[src/rtl/dbuf_dac_pkg.sv]
package dbuf_dac_pkg;
  // Order of host control bits inside the synchronizer vector.
  typedef struct packed {
    logic sel_n;
    logic rd;
    logic ld;
  } dac_ctl_t;

  localparam int unsigned CTL_W = $bits(dac_ctl_t);
  localparam dac_ctl_t    CTL_IDLE = '{sel_n: 1'b1, rd: 1'b1, ld: 1'b1};
endpackage

[src/rtl/dac_sync_2ff.sv]
module dac_sync_2ff #(
  parameter int unsigned W = 1,
  parameter logic [W-1:0] INIT = '0
) (
  input  logic         clk,
  input  logic         rst_n,
  input  logic [W-1:0] d,
  output logic [W-1:0] q
);
  logic [W-1:0] meta_q;

  always_ff @(posedge clk or negedge rst_n) begin
    if (!rst_n) begin
      meta_q <= INIT;
      q      <= INIT;
    end else begin
      meta_q <= d;
      q      <= meta_q;
    end
  end
endmodule

[src/rtl/dac_reg_pair.sv]
module dac_reg_pair #(
  parameter int unsigned DW = 16
) (
  input  logic          clk,
  input  logic          rst_n,
  input  logic          hold,
  input  logic [DW-1:0] rst_val,
  input  logic          sel_n_s,
  input  logic          rd_s,
  input  logic          ld_s,
  input  logic [DW-1:0] din,
  output logic [DW-1:0] in_q,
  output logic [DW-1:0] dac_q,
  output logic          sel_rise,
  output logic          ld_rise,
  output logic          xpar
);
  logic sel_prev, ld_prev;

  always_ff @(posedge clk or negedge rst_n) begin
    if (!rst_n) begin
      sel_prev <= 1'b1;
      ld_prev  <= 1'b1;
    end else begin
      sel_prev <= sel_n_s;
      ld_prev  <= ld_s;
    end
  end

  assign sel_rise = sel_n_s & ~sel_prev;
  assign ld_rise  = ld_s & ~ld_prev;
  assign xpar     = ~sel_n_s & ~rd_s & ld_s;

  // Registers reload the reset value on every clock while reset holds,
  // so the value chosen last before release is the one kept.
  always_ff @(posedge clk) begin
    if (hold) begin
      in_q  <= rst_val;
      dac_q <= rst_val;
    end else if (xpar) begin
      in_q  <= din;
      dac_q <= din;
    end else begin
      if (sel_rise && !rd_s) in_q <= din;
      if (ld_rise)           dac_q <= in_q;
    end
  end
endmodule

[src/rtl/dbuf_dac_if.sv]
module dbuf_dac_if
  import dbuf_dac_pkg::*;
#(
  parameter int unsigned DW = 16
) (
  input  logic          clk,
  input  logic          rst_n,
  input  logic          rst_mid,
  input  logic          cs_n,
  input  logic          rw,
  input  logic          ldac,
  input  logic [DW-1:0] bus_din,
  output logic [DW-1:0] bus_dout,
  output logic          bus_oe,
  output logic [DW-1:0] dac_code
);
  localparam logic [DW-1:0] CODE_MID  = {1'b1, {(DW-1){1'b0}}};
  localparam logic [DW-1:0] CODE_ZERO = '0;

  dac_ctl_t      ctl_s;
  logic [0:0]    rel_s;
  logic          hold_w;
  logic [DW-1:0] rst_val;
  logic [DW-1:0] in_q_w, dac_q_w;
  logic          sel_rise_w, ld_rise_w, xpar_w;

  dac_sync_2ff #(.W(CTL_W), .INIT(CTL_IDLE)) u_ctl_sync (
    .clk   (clk),
    .rst_n (rst_n),
    .d     ({cs_n, rw, ldac}),
    .q     (ctl_s)
  );

  // Reset release is synchronized; assertion acts at once via async clear.
  dac_sync_2ff #(.W(1), .INIT(1'b0)) u_rel_sync (
    .clk   (clk),
    .rst_n (rst_n),
    .d     (1'b1),
    .q     (rel_s)
  );

  assign hold_w  = ~rel_s[0];
  assign rst_val = rst_mid ? CODE_MID : CODE_ZERO;

  dac_reg_pair #(.DW(DW)) u_regs (
    .clk      (clk),
    .rst_n    (rst_n),
    .hold     (hold_w),
    .rst_val  (rst_val),
    .sel_n_s  (ctl_s.sel_n),
    .rd_s     (ctl_s.rd),
    .ld_s     (ctl_s.ld),
    .din      (bus_din),
    .in_q     (in_q_w),
    .dac_q    (dac_q_w),
    .sel_rise (sel_rise_w),
    .ld_rise  (ld_rise_w),
    .xpar     (xpar_w)
  );

  assign dac_code = (hold_w || !rst_n) ? rst_val : dac_q_w;
  assign bus_dout = (hold_w || !rst_n) ? rst_val : in_q_w;
  assign bus_oe   = ~hold_w & ~ctl_s.sel_n & ctl_s.rd;
endmodule

[config.mk]
export PLATFORM = sky130hd
export DESIGN_NAME = dbuf_dac_if
export DESIGN_NICKNAME = d
export VERILOG_FILES = /design/src/rtl/dbuf_dac_pkg.sv /design/src/rtl/dac_sync_2ff.sv /design/src/rtl/dac_reg_pair.sv /design/src/rtl/dbuf_dac_if.sv
export SDC_FILE = /design/constraint.sdc
export NUM_CORES = 1
export LEC_CHECK = 0
export BUFFER_PORTS_ARGS = -buffer_cell sky130_fd_sc_hd__buf_2
export CORE_MARGIN = 4
export CORE_UTILIZATION = 35
export DETAILED_ROUTE_END_ITERATION = 8
export PLACE_DENSITY = 0.58
export SLEW_MARGIN = 30
export SYNTH_ARGS = -nofsm -noshare
export SYNTH_HDL_FRONTEND = slang
export SYNTH_SLANG_ARGS = --single-unit
[constraint.sdc]
create_clock -name clk -period 3.95 [get_ports clk]
set_clock_uncertainty 0.2 [all_clocks]
set_input_delay 0.79 -clock clk [delete_from_list [all_inputs] [get_ports clk]]
set_output_delay 0.79 -clock clk [all_outputs]
set_load 0.05 [all_outputs]
==> reports/results.ini, run 1 <==
[clock_network]
cts_buffers=5
clk_path_buf_depth=2
root_buffer=clkbuf_8
clock_latency_ps=290
postCtsHoldBufs=0
htreeDepth=2
cts_sinks=42
cts_tree=done
path_clk_slew_ps=80
post_cts_resized=0
postCtsSetupBuffers=0

[floorplan]
start_util=0.360
die-width_um=80.3
io_pins=55
die_area_mm2=0.00645
fp.coreArea_mm2=0.00507
rows=26
die_y_um=80.3

[critical_path]
slowest_stage=dfrtp_1
endpoint=bus_dout[15]
worst_setup_path_start_kind=flop
path_buf_inv=2
arrival_ps=1990
reg2reg_setup_slack_ps=1240
endpoint_kind=primary output
crit_family=flip-flops
crit_cells=4
critical_path.max_fanout=28
cp-startpoint=u_rel_sync.q
max_stage_delay_ps=810
r2r_end=u_regs.dac_q[5]
reg2reg_depth=3
path_cells=buf_4 -> nand3_1 -> nand2_1 -> buf_2
critPathKind=flop to primary output
r2r-start=u_rel_sync.q
required_ps=2960

[flow_run]
cap_violations=0

[placed_design]
port_buffers=54
detailed_place_hpwl_um=2520
place_inst=277
gp_congestion=0.794

[route]
dr_total_vias=1298
wl_um=3770
wl_per_cell_um=13.2
firstDrtPassIters=4
drtAntennaViolNets=0
drtIter0Drc=64
drcViolationCount=0
viasPerCell=4.55

[sta]
max_slew_margin=0.415
final-setup-viol-count=0
finalCriticalPeriod_ps=2980
tns_ps=0
hold_viol=0
rsz0062_at_grt=no
worst_pin_slew_ps=878
clock.fmax_ghz=0.336
min_period_over_period=0.754
slew_viol_final=0
hold_slack_ps=151

[finish]
nets=236
multi_input_area_um2=493
areaGrowthSynthToFinish_pct=21.8
final_common_cell=buf_2
drive_gt1_frac=0.335
fillCellCount=526
layout_common_cells=buf_2 (54), edfxtp_1 (32), and3_1 (30)
regArea_mm2=0.00122
insertedDiodeCount=0
stdcell_count=285
finish.utilization=0.439

[yosys]
synth.distinct_cells=21
ys_ff_latch=42
synth_cells=163
yosys_warnings=0
ys_seq_area_frac=0.668
syn_avg_cell_area_um2=11.2
syn_area_mm2=0.00183
syn_nets=185

[global_route]
grt_use_total=0.126
grt_pass1_vias=1264
grt_pass1_wl_um=6110
gr-usage-met1=0.159
top_usage_layer=met2
use_met3=0.0415
grt-ovfl-total=0
grt.met2_usage=0.200
grt_start_max_net_pins=44
antenna_found_initial=0

[power]
ir_drop_mv=0.181
power_density_mw_per_mm2=424
leakagePower_nw=1.18

[run_status]
status=finished, final reports clean

[min_path]
hold_class=flop to flop

## worst register-to-register path, stage by stage, from the launching register on
cell,delay (ps)
dfrtp_1,810
buf_4,390
nand2b_1,420
a21o_1,540
## cells in the mapped netlist
cell	n	area [um2]
nor2_1	16	60.1
a21o_1	1	7.51
and3b_1	1	8.76
mux2i_1	1	10.0
edfxtp_1	32	961
buf_2	2	10.0
buf_6	1	11.3
nand2_1	20	75.1
mux2_2	1	11.3
dfrtp_1	2	50.1
clkbuf_1	8	30.0
buf_4	1	7.51
o21ai_0	2	10.0
dfstp_2	8	210
conb_1	1	3.75
a21oi_1	16	80.1
nand3_1	2	10.0
nor3b_4	1	18.8
nand2b_1	1	6.26
inv_1	16	60.1
and3_1	30	188
## sequential cells by signal (all words and copies together) (netlist names)
register and count:
u_rel_sync.meta_q 1, u_regs.in_q 16, u_regs.ld_prev 1, u_regs.dac_q 16
u_rel_sync.q 1, u_ctl_sync.q 3, u_regs.sel_prev 1, u_ctl_sync.meta_q 3
## area by class of cell
type | count | area share
inverters | 16 | 0.0270
well taps | 70 | 0.0393
multi-input cells | 93 | 0.221
repair buffers | 56 | 0.128
flip-flops and latches | 42 | 0.548
clock buffers | 8 | 0.0360
## through the flow
step	power, mW	instance area [um2]	setup WS, ps
2_1_floorplan	0.648	1830	1490
3_3_place_gp	0.689	2150	1100
3_5_place_dp	0.691	2150	1080
4_1_cts	0.957	2230	960
5_1_grt	0.988	2230	808
6_report	0.944	2230	973
## how the worst min path moves through the flow
stage                            endpoint  depth (start not counted)                  from  slack [ps]
after floorplan              u_rel_sync.q                          0     u_rel_sync.meta_q         130
after detailed placement     u_rel_sync.q                          0     u_rel_sync.meta_q         140
after global placement       u_rel_sync.q                          0     u_rel_sync.meta_q         130
final                        u_rel_sync.q                          0     u_rel_sync.meta_q         150
after CTS                    u_rel_sync.q                          0     u_rel_sync.meta_q         160
after global routing      u_ctl_sync.q[0]                          0  u_ctl_sync.meta_q[0]         160
## report_power, final
| group | internal [mW] | switching (mW) | total (mW) |
|---|---|---|---|
| sequential | 0.522 | 0.0160 | 0.538 |
| combinational | 0.0388 | 0.103 | 0.142 |
| clock | 0.126 | 0.139 | 0.264 |
| total | 0.686 | 0.257 | 0.944 |
## metal layers
metal	wire (um)	vias up	share of wire
met3	180	5	0.048
met2	1850	25	0.49
met1	1680	616	0.45
li1	-	652	-
met5	0	-	0
met4	56	0	0.015
## cell families (layout without fill, tap and decap cells)
| logic type | after synthesis | count (layout) | synth area share |
|---|---|---|---|
| simple gates | 71 | 71 | 0.200 |
| flops | 42 | 42 | 0.668 |
| buf+inv | 28 | 80 | 0.0650 |
| compound gates | 19 | 19 | 0.0534 |
| mux | 2 | 2 | 0.0116 |
| other cells | 1 | 1 | 0.00205 |
Power figures use the tool's default switching activity.
==> inputs of run 2 (changes only) <==
--- a/config.mk
+++ b/config.mk
@@ -9,7 +9,7 @@
 export CORE_MARGIN = 4
 export CORE_UTILIZATION = 35
 export DETAILED_ROUTE_END_ITERATION = 8
-export PLACE_DENSITY = 0.58
+export PLACE_DENSITY = 0.6
 export SLEW_MARGIN = 30
 export SYNTH_ARGS = -nofsm -noshare
 export SYNTH_HDL_FRONTEND = slang
==> constraint.sdc (replaced) <==
create_clock -name clk -period 2.5 [get_ports clk]
set_clock_uncertainty 0.2 [all_clocks]
set_input_delay 0.5 -clock clk [delete_from_list [all_inputs] [get_ports clk]]
set_output_delay 0.5 -clock clk [all_outputs]
set_load 0.05 [all_outputs]
==> reports/results.ini, run 2 (synthesis gave the netlist of run 1 again) <==
[route]
viasPerCell=4.53
drtIter0Drc=90
drtAntennaViolNets=0
wl_um=3750
wl_per_cell_um=12.9
dr_total_vias=1318
firstDrtPassIters=4
drcViolationCount=0

[critical_path]
worst_setup_path_start_kind=flop
endpoint=bus_oe
required_ps=1800
critical_path.max_fanout=35
arrival_ps=1450
reg2reg_setup_slack_ps=580
r2r_end=u_regs.dac_q[7]
cp-startpoint=u_rel_sync.q
r2r-start=u_ctl_sync.q[0]
reg2reg_depth=4
endpoint_kind=primary output
critPathKind=flop to primary output

[finish]
final_common_cell=buf_2
insertedDiodeCount=0
nets=242
areaGrowthSynthToFinish_pct=25.0
finish.utilization=0.450
reg_top3=u_regs.dac_q x16, u_regs.in_q x16
drive_gt1_frac=0.357
layout_common_cells=buf_2 (54), edfxtp_1 (32), and3_1 (30)

[min_path]
hold_class=input pin to flop

[clock_network]
postCtsHoldBufs=0
cts_buffers=5
cts_tree=done
clk_path_buf_depth=2
htreeDepth=2
cts_sinks=42
path_clk_slew_ps=80
root_buffer=clkbuf_8
clock_latency_ps=290
postCtsSetupBuffers=0
post_cts_resized=0

[floorplan]
die-width_um=80.3
die_y_um=80.3
io_pins=55
fp.coreArea_mm2=0.00507
start_util=0.360
rows=26
die_area_mm2=0.00645

[power]
ir_drop_mv=0.291
leakagePower_nw=1.22
p_total_mw=1.49
power_density_mw_per_mm2=654

[run_status]
status=finished, final reports clean

[sta]
rsz0062_at_grt=no
min_period_over_period=0.860
finalCriticalPeriod_ps=2150
worst_slack_ps=351
hold_viol=0
final-setup-viol-count=0
clock.fmax_ghz=0.465
tns_ps=0
slew_viol_final=0
hold_slack_ps=110

[global_route]
grt_pass1_vias=1306
grt-ovfl-total=0
grt_use_total=0.126
grt_pass1_wl_um=6120
antenna_found_initial=0
grt_start_max_net_pins=36

[placed_design]
port_buffers=54
gp_congestion=0.737
pre_cts_ws_ps=396
detailed_place_hpwl_um=2600

[flow_run]
cap_violations=0

-- run 2: worst max-delay path, stage by stage (launching register included) --
cell and delay [ps]:
dfrtp_1 350, buf_4 310, and3b_1 230, buf_2 270
-- run 2: stage by stage --
stage               area [um2]  std cells
detailed placement        2200        283
CTS                       2290        291
global placement          2200        283
global route              2290        291
floorplan                 1830        163
finish                    2290        291
-- run 2: how the worst min path moves through the flow --
stage                                 start                   end  cells past startpoint
after global placement    u_rel_sync.meta_q          u_rel_sync.q                      0
after global routing                     rw  u_ctl_sync.meta_q[1]                      1
after CTS                              ldac  u_ctl_sync.meta_q[0]                      1
after detailed placement  u_rel_sync.meta_q          u_rel_sync.q                      0
after floorplan                       rst_n     u_rel_sync.meta_q                      0
final                                  ldac  u_ctl_sync.meta_q[0]                      1
-- run 2: per-layer routing --
layer	wire length (um)	part of all wire	vias to the layer above	global-route usage
met1	1680	0.45	615	0.153
met5	0	0	-	0
met3	226	0.060	5	0.0404
met4	48	0.013	0	0.0439
li1	-	-	661	-
met2	1800	0.48	37	0.209
-- run 2: power by group --
| part | internal, mW | switching [mW] |
|---|---|---|
| Clock | 0.192 | 0.218 |
| Sequential | 0.824 | 0.0197 |
| Combinational | 0.0711 | 0.170 |
-- run 2: cell type report --
cell class | instances | area, um2
Sequential cell | 42 | 1220
Multi-Input combinational cell | 93 | 493
Timing Repair Buffer | 62 | 343
Tap cell | 70 | 87.6
Clock buffer | 6 | 72.6
Inverter | 16 | 60.1
Fill cell | 508 | 2790
Clock inverter | 2 | 8.76
==> inputs of run 3 (changes only) <==
--- a/config.mk
+++ b/config.mk
@@ -7,9 +7,9 @@
 export LEC_CHECK = 0
 export BUFFER_PORTS_ARGS = -buffer_cell sky130_fd_sc_hd__buf_2
 export CORE_MARGIN = 4
-export CORE_UTILIZATION = 35
+export CORE_UTILIZATION = 45
 export DETAILED_ROUTE_END_ITERATION = 8
-export PLACE_DENSITY = 0.6
+export PLACE_DENSITY = 0.74
 export SLEW_MARGIN = 30
 export SYNTH_ARGS = -nofsm -noshare
 export SYNTH_HDL_FRONTEND = slang
==> reports/results.ini, run 3 (synthesis gave the netlist of run 1 again) <==
[sta]
finalCriticalPeriod_ps=2140
clock.fmax_ghz=0.467
hold_slack_ps=108
worst_pin_slew_ps=657
min_period_over_period=0.856
final-setup-viol-count=0
max_slew_margin=0.562
rsz0062_at_grt=no
tns_ps=0
worst_slack_ps=360
hold_viol=0
slew_viol_final=0

[clock_network]
postCtsSetupBuffers=0
clk_path_buf_depth=2
post_cts_resized=0
cts_buffers=5
clock_latency_ps=280
cts_sinks=42
cts_tree=done
htreeDepth=2
postCtsHoldBufs=0
path_clk_slew_ps=70
root_buffer=clkbuf_8

[global_route]
antenna_found_initial=0
grt_use_total=0.150
grt_pass1_vias=1342
grt-ovfl-total=0
grt_pass1_wl_um=5960
grt_start_max_net_pins=39

[placed_design]
pre_cts_ws_ps=373
detailed_place_hpwl_um=2500
place_area_mm2=0.00216
port_buffers=54
gp_congestion=0.733

[route]
drtAntennaViolNets=0
wl_um=3570
dr_total_vias=1318
firstDrtPassIters=5
wl_per_cell_um=13.3
drtIter0Drc=80
drcViolationCount=0
viasPerCell=4.90

[floorplan]
start_util=0.482
die-width_um=71.8
die_area_mm2=0.00515
die_y_um=71.8
io_pins=55
rows=22
fp.coreArea_mm2=0.00380

[critical_path]
arrival_ps=1440
endpoint_kind=primary output
worst_setup_path_start_kind=flop
required_ps=1800
critPathKind=flop to primary output
critical_path.max_fanout=38
reg2reg_setup_slack_ps=510

[power]
power_switching_mw=0.398
swShare=0.263
leakagePower_nw=1.22
combPwrFrac=0.155
p_clk_frac=0.288
power_density_mw_per_mm2=674
p_int_mw=1.12
ir_drop_mv=0.387
p_seq_frac=0.558

[finish]
insertedDiodeCount=0
finish.utilization=0.593
nets=242
final_cell_area_mm2=0.00225
reg_top3=u_regs.dac_q x16, u_regs.in_q x16
layout_common_cells=buf_2 (54), edfxtp_1 (32), and3_1 (30)
areaGrowthSynthToFinish_pct=23.1
final_common_cell=buf_2
drive_gt1_frac=0.353

[flow_run]
cap_violations=0

[run_status]
status=finished, final reports clean

[min_path]
hold_class=input pin to flop

run 3: worst max-delay path: stages, from the launching register on:
cell and delay [ps]:
dfrtp_1 350, buf_4 300, and3_1 230, buf_2 270
run 3: per-layer routing:
metal,track usage,wire length [um],vias up
li1,-,-,663
met1,0.184,1520,602
met2,0.247,1710,48
met3,0.0407,269,5
met4,0.0668,63,0
met5,0,0,-
run 3: metrics by stage:
step,instances,power [mW]
2_1_floorplan,163,1.02
3_3_place_gp,261,1.09
3_5_place_dp,261,1.10
4_1_cts,269,1.53
5_1_grt,269,1.59
6_report,269,1.52
run 3: layout make-up:
| type | count | area (um2) |
|---|---|---|
| Fill cell | 337 | 1550 |
| Tap cell | 48 | 60.1 |
| Sequential cell | 42 | 1220 |
| Timing Repair Buffer | 62 | 330 |
| Clock buffer | 8 | 90.1 |
| Inverter | 16 | 60.1 |
| Multi-Input combinational cell | 93 | 489 |
run 3: path summary, 6_finish.rpt:
| check | start | endpoint | cells past startpoint |
|---|---|---|---|
| max | u_rel_sync.q | bus_dout[6] | 3 |
| max in group asynchronous | rst_n | u_ctl_sync.q[1] | 2 |
| min reg2reg | u_ctl_sync.meta_q[2] | u_ctl_sync.q[2] | 0 |
| min | cs_n | u_ctl_sync.meta_q[2] | 1 |
| max reg2reg | u_ctl_sync.q[0] | u_regs.dac_q[15] | 3 |
| min in group asynchronous | rst_n | u_ctl_sync.meta_q[1] | 1 |
run 3: power by group through the flow:
stage	Combinational, mW	Sequential [mW]	Clock, mW
finish	0.235	0.846	0.436
global route	0.257	0.852	0.476
CTS	0.237	0.846	0.445
detailed placement	0.236	0.860	0
global placement	0.232	0.858	0
floorplan	0.171	0.852	0
